File: src/rtl/cmp_out_router.sv
module cmp_out_router #(
  parameter int SYNC_STAGES = 2
) (
  input  logic       clk,
  input  logic       rst_n,
  input  logic [1:0] lut_in,
  input  logic       reg_sel,
  input  logic       wr_en,
  input  logic [7:0] wr_data,
  output logic [7:0] rd_data,
  input  logic       int_mask_en,
  input  logic [1:0] out_cfg_en,
  output logic [1:0] data_out,
  output logic       irq,
  output logic [1:0] pin_en
);

  logic [7:0] ctrl_q;
  logic [1:0] sync_q [SYNC_STAGES];
  logic [1:0] lut, lut_prev, latch_q, dout_prev;
  logic [1:0] int_en, pin_sel, clr_src, dsel;
  logic [1:0] rise_lut, rise_other, sw_clr, clr, rise_dout;

  assign dsel    = {ctrl_q[4], ctrl_q[0]};
  assign clr_src = {ctrl_q[5], ctrl_q[1]};
  assign pin_sel = {ctrl_q[6], ctrl_q[2]};
  assign int_en  = {ctrl_q[7], ctrl_q[3]};

  assign lut        = sync_q[SYNC_STAGES-1];
  assign rise_lut   = lut & ~lut_prev;
  assign rise_other = {rise_lut[0], rise_lut[1]};
  assign sw_clr     = {2{wr_en & reg_sel}} & ~wr_data[1:0];
  assign clr        = (clr_src & rise_other) | (~clr_src & sw_clr);

  assign data_out  = (dsel & latch_q) | (~dsel & lut);
  assign rise_dout = data_out & ~dout_prev;
  assign pin_en    = pin_sel & out_cfg_en;
  assign rd_data   = reg_sel ? {6'b0, latch_q} : ctrl_q;

  always_ff @(posedge clk or negedge rst_n) begin
    if (!rst_n) begin
      for (int s = 0; s < SYNC_STAGES; s++) sync_q[s] <= '0;
      ctrl_q    <= '0;
      lut_prev  <= '0;
      latch_q   <= '0;
      dout_prev <= '0;
      irq       <= 1'b0;
    end else begin
      sync_q[0] <= lut_in;
      for (int s = 1; s < SYNC_STAGES; s++) sync_q[s] <= sync_q[s-1];
      if (wr_en && !reg_sel) ctrl_q <= wr_data;
      lut_prev  <= lut;
      latch_q   <= (latch_q | rise_lut) & ~clr;
      dout_prev <= data_out;
      irq       <= int_mask_en & |(rise_dout & int_en);
    end
  end

  a_r4_set_ch0: assert property (@(posedge clk) disable iff (!rst_n)
    (rise_lut[0] && !rise_lut[1] && !(wr_en && reg_sel)) |=> latch_q[0]);
  a_r6_cross_clear_ch0: assert property (@(posedge clk) disable iff (!rst_n)
    (clr_src[0] && rise_lut[1]) |=> !latch_q[0]);
  a_r6_cross_clear_ch1: assert property (@(posedge clk) disable iff (!rst_n)
    (clr_src[1] && rise_lut[0]) |=> !latch_q[1]);
  a_r8_masked: assert property (@(posedge clk) disable iff (!rst_n)
    irq |-> $past(int_mask_en));
  a_r7_enabled: assert property (@(posedge clk) disable iff (!rst_n)
    irq |-> ($past(int_en) != 2'b00));

endmodule

File: config.mk
export PLATFORM = sky130hd
export DESIGN_NAME = cmp_out_router
export DESIGN_NICKNAME = d
export VERILOG_FILES = /design/src/rtl/cmp_out_router.sv
export SDC_FILE = /design/constraint.sdc
export NUM_CORES = 1
export LEC_CHECK = 0
export CORE_MARGIN = 4
export CORE_UTILIZATION = 42
export DETAILED_ROUTE_END_ITERATION = 7
export PLACE_DENSITY = 0.76
export SLEW_MARGIN = 10
export SYNTH_ARGS = -nofsm -noshare
export SYNTH_HDL_FRONTEND = slang
export SYNTH_SLANG_ARGS = --single-unit
File: constraint.sdc
create_clock -name clk -period 1.3 [get_ports clk]
set_input_delay 0.26 -clock clk [delete_from_list [all_inputs] [get_ports clk]]
set_output_delay 0.26 -clock clk [all_outputs]
set_load 0.05 [all_outputs]
# Yosys cells after proc, flatten, opt, wreduce, memory -nomap -nowiden
# Index checks and enable logic that the tools add are counted.
# op_classes
n_mux,1
reduce_logical,3
bitwise,21
# op_table
cell,count
$and 2x2->2,10
$not 2->2,6
$mux 8,1
$or 2x2->2,3
$and 1x1->1,2
$reduce_or 2->1,1
$logic_and 1x1->1,1
$logic_not 1->1,1
# word_totals
output_inout_bits,13
wordCells,32
register_bits,19
inputBits,17

# Logic depth before layout (Yosys ltp)
# depth
word_depth,7
depth_mapped,3
ltp_nobuf,2

# Worst setup path before layout
# No wires, ideal clock.
# synth_timing
path_kind,input -> output
startpoint,input port reg_sel
endpoint,output port rd_data[2]
path_buffers,1
t_required_ps,1040
slack_ps,-33
stages,2
arrival_time_ps,1073
path_cell_list,buf_6 nor2b_1
# synth_via
elab_chain_len,1
# synth_lines
item,line,text
"start, declared",7,"input logic reg_sel,"
$mux 8,38,"assign rd_data = reg_sel ? {6'b0, latch_q} : ctrl_q;"
"end, declared",10,"output logic [7:0] rd_data,"
# Every way passes these cells.

# Worst setup path in the final report
# layout_timing
startpoint,register ctrl_q[0]
endpoint,output port data_out[0]
# layout_via
elab_chain_len,3
word_cells_on_any_way,4
classes_between,4 x bitwise
# layout_lines
item,line,text
"start, declared",18,logic [7:0] ctrl_q;
"start signal, assigned",51,if (wr_en && !reg_sel) ctrl_q <= wr_data;
$not 2->2,35,assign data_out = (dsel & latch_q) | (~dsel & lut);
$and 2x2->2,35,
$or 2x2->2 *,35,
"end, declared",13,"output logic [1:0] data_out,"
# Every way passes the cells marked *; elsewhere a longest branch is shown, timed or not.

==> run metrics <==
depth of the CTS H-tree 1; First-pass DRT Iterations 2; sequential fraction of the synthesis area around 58%; estimated wirelength of the detail-placed design about 1300 µm; CTS tree done; master of the slowest instance on the critical path dfrtp_1; Area Growth Syn to Fin 71.4%; cell taking the most area after synthesis dfrtp_1; Crit path arrival time ~1.2 ns; share of layout cells above drive strength 1 between 50% and 60%; Initial Utilization between 40% and 50%; clk sinks 19; final slew viol count 0; non-filler instance count after layout 121; element type at the critical path end primary output; net count of the finished layout roughly 110; failing checks negative setup slack; CTS root buffer clkbuf_4; port buffer count 29; Synth Area per Inst approximately 16 µm²; antenna-violating nets left 0; total number of yosys warnings 0; total wirelength of the detailed-routed design 1670 µm; count of buffering cells on the critical path with inverters included 1; kind of cell adding the most delay to the critical path flip-flops; met1 routed wirelength after detailed routing approximately 740 µm; peak per-stage delay on the critical path between 0.4 and 0.5 ns; top cell type's share of synthesized area between 50% and 60%; number of max-cap violations 0; category of the worst setup path launch point flop; Unique masters post-synth 16; aggregate global routing overflow 0; Worst slew margin a little over four fifths; Core Area approximately 0.0018 mm²; proportion of register bits with asynchronous set or reset after synthesis 100%; vias after detailed routing between 500 and 600; reported leakage power roughly 0.65 nW; pwr/cell area 1250 mW/mm²; antenna fix cells 0; sequence of cells on the critical path mux2_4 -> buf_8; launch point of the worst reg-to-reg path ctrl_q[0]; count of unresolved DRC violations after routing 0; total CTS buffers 3; maximum clock path buffer count 2; met2 wirelength from detailed routing approximately 800 µm; sequential cell area 475 µm²; Fmax around 690 MHz; worst setup slack after layout -0.147 ns; class of the most critical hold timing path in2async; die outline area roughly 0.0027 mm²; Avg Vias per Cell ~4.7; top layer used by detailed routing met4; starting DRC count in detailed routing 3; worst reg-to-reg path cell count 3; Crit Path Class reg2out; total power of the final layout 1.76 mW; GRT Total Usage about 14%; largest net degree at the start of global routing 20; final period utilization 111%; Clock transition at path regs ~0.11 ns; area occupied by multi-input gates approximately 370 µm²; pin slew with the least headroom to its limit roughly 0.24 ns; post-synthesis instance area 823 µm²; DIE WIDTH between 50 and 60 µm; unrepaired setup endpoints after global routing yes; Clock Skews 0.00383 ns; setup slack of the most critical reg-to-reg path ~0.080 ns; die height 52.3 µm; number of fillers in the final layout 100; post-layout minimum cycle time ~1.4 ns; result of the run finished with violations; total length of routed met3 wires roughly 130 µm; Final GP Congestion about 0.77; number of antenna violations at the first check in global routing 0; Skew-Pair Late Insertion Delay roughly 0.29 ns; Req. time, crit path about 1.0 ns; number of setup violations in the final report 5; routed wirelength normalized by instance count approximately 14 µm; via count of the first global-routing pass about 600; Top FF cell, synth dfrtp_1; Post-Synthesis Cells between 50 and 60; first-pass GRT wire length between 2000 and 3000 µm; number of enable flip-flop cells after synthesis 0; Area contributors post-synth dfrtp_1 58%, mux2_4 16%, nor2b_1 5.3%; VDD IR max 0.816 mV; number of core rows 15; peak fanout along the critical path 3; net count after synthesis 70; Placed Instances roughly 110; reg-to-reg critical path endpoint irq; final hold violation count 0; post-synthesis sequential element count 19; Top Ports 30
==> synth_stat cells (2+ instances only) <==
master	count
buf_6	2
and2_1	2
mux2_2	3
nor2b_1	7
mux2_4	9
inv_1	2
dfrtp_1	19
==> layer usage <==
layer / global-route usage, % / vias up
met5: 0 / -
met4: 5.11 / 0
met3: 3.70 / 2
met2: 22.6 / 26
met1: 16.5 / 276
li1: - / 270
==> through the flow <==
step	cell area (µm²)	setup slack (ns)	utilization [%]	hold slack, ns	setup TNS (ns)
floorplan	823	-0.0331	-	-0.0356	-0.166
global placement	1260	-0.303	70.5	0.332	-4.55
detailed placement	1260	-0.329	70.5	0.335	-4.88
CTS	1390	-0.170	77.8	0.299	-0.698
global route	1410	-0.201	79.2	0.292	-0.930
finish	1410	-0.147	79.2	0.291	-0.617
==> cell type report <==
cell class / instances / share of cell area (%)
Tap cell: 25 / 2.22
Timing Repair Buffer: 41 / 35.6
Sequential cell: 19 / 33.7
Clock inverter: 1 / 0.355
Multi-Input combinational cell: 30 / 26.0
Inverter: 2 / 0.532
Clock buffer: 3 / 1.60
==> state kept, by name, summed over array words and instances, names as in the netlist <==
| name | count |
|---|---|
| sync_q | 2 |
| irq | 1 |
| lut_prev | 2 |
| lut | 2 |
| latch_q | 2 |
| ctrl_q | 8 |
| dout_prev | 2 |
==> power by group <==
part | internal, mW | total, mW | switching (mW) | leakage [nW]
logic | 0.416 | 0.750 | 0.334 | 0.410
clock network | 0.114 | 0.290 | 0.175 | 0.0177
registers | 0.665 | 0.718 | 0.0527 | 0.224
total | 1.20 | 1.76 | 0.562 | 0.651
==> cells by family after synthesis <==
kind of cell,synth area share [%]
and+or+nand+nor,13.7
AOI/OAI and AO/OA,4.41
DFF,57.8
buffers and inverters,3.65
muxes,20.5
==> placed cells by master (no fill, tap or decap), types with 2 or more instances in the layout <==
cell             count
clkbuf_4             3
nor2b_4              5
dfrtp_1             19
mux2_2               2
nor2b_1              2
and2_4               2
buf_4               10
mux2_4              10
buf_12              11
clkdlybuf4s50_1     15
buf_6                3
==> worst max-delay path by stage <==
stage	start	endpoint	depth (start not counted)
global placement	reg_sel	ctrl_q[0]	5
floorplan	reg_sel	rd_data[2]	2
global route	ctrl_q[0]	data_out[0]	2
CTS	ctrl_q[4]	data_out[1]	2
detailed placement	reg_sel	ctrl_q[3]	5
finish	ctrl_q[0]	data_out[0]	2
==> timing repair <==
action	CTS	global route
buffers inserted	5	3
hold buffers	0	0
resized for setup	19	2
endpoints found under the setup margin	19	11
Power figures use the tool's default switching activity.
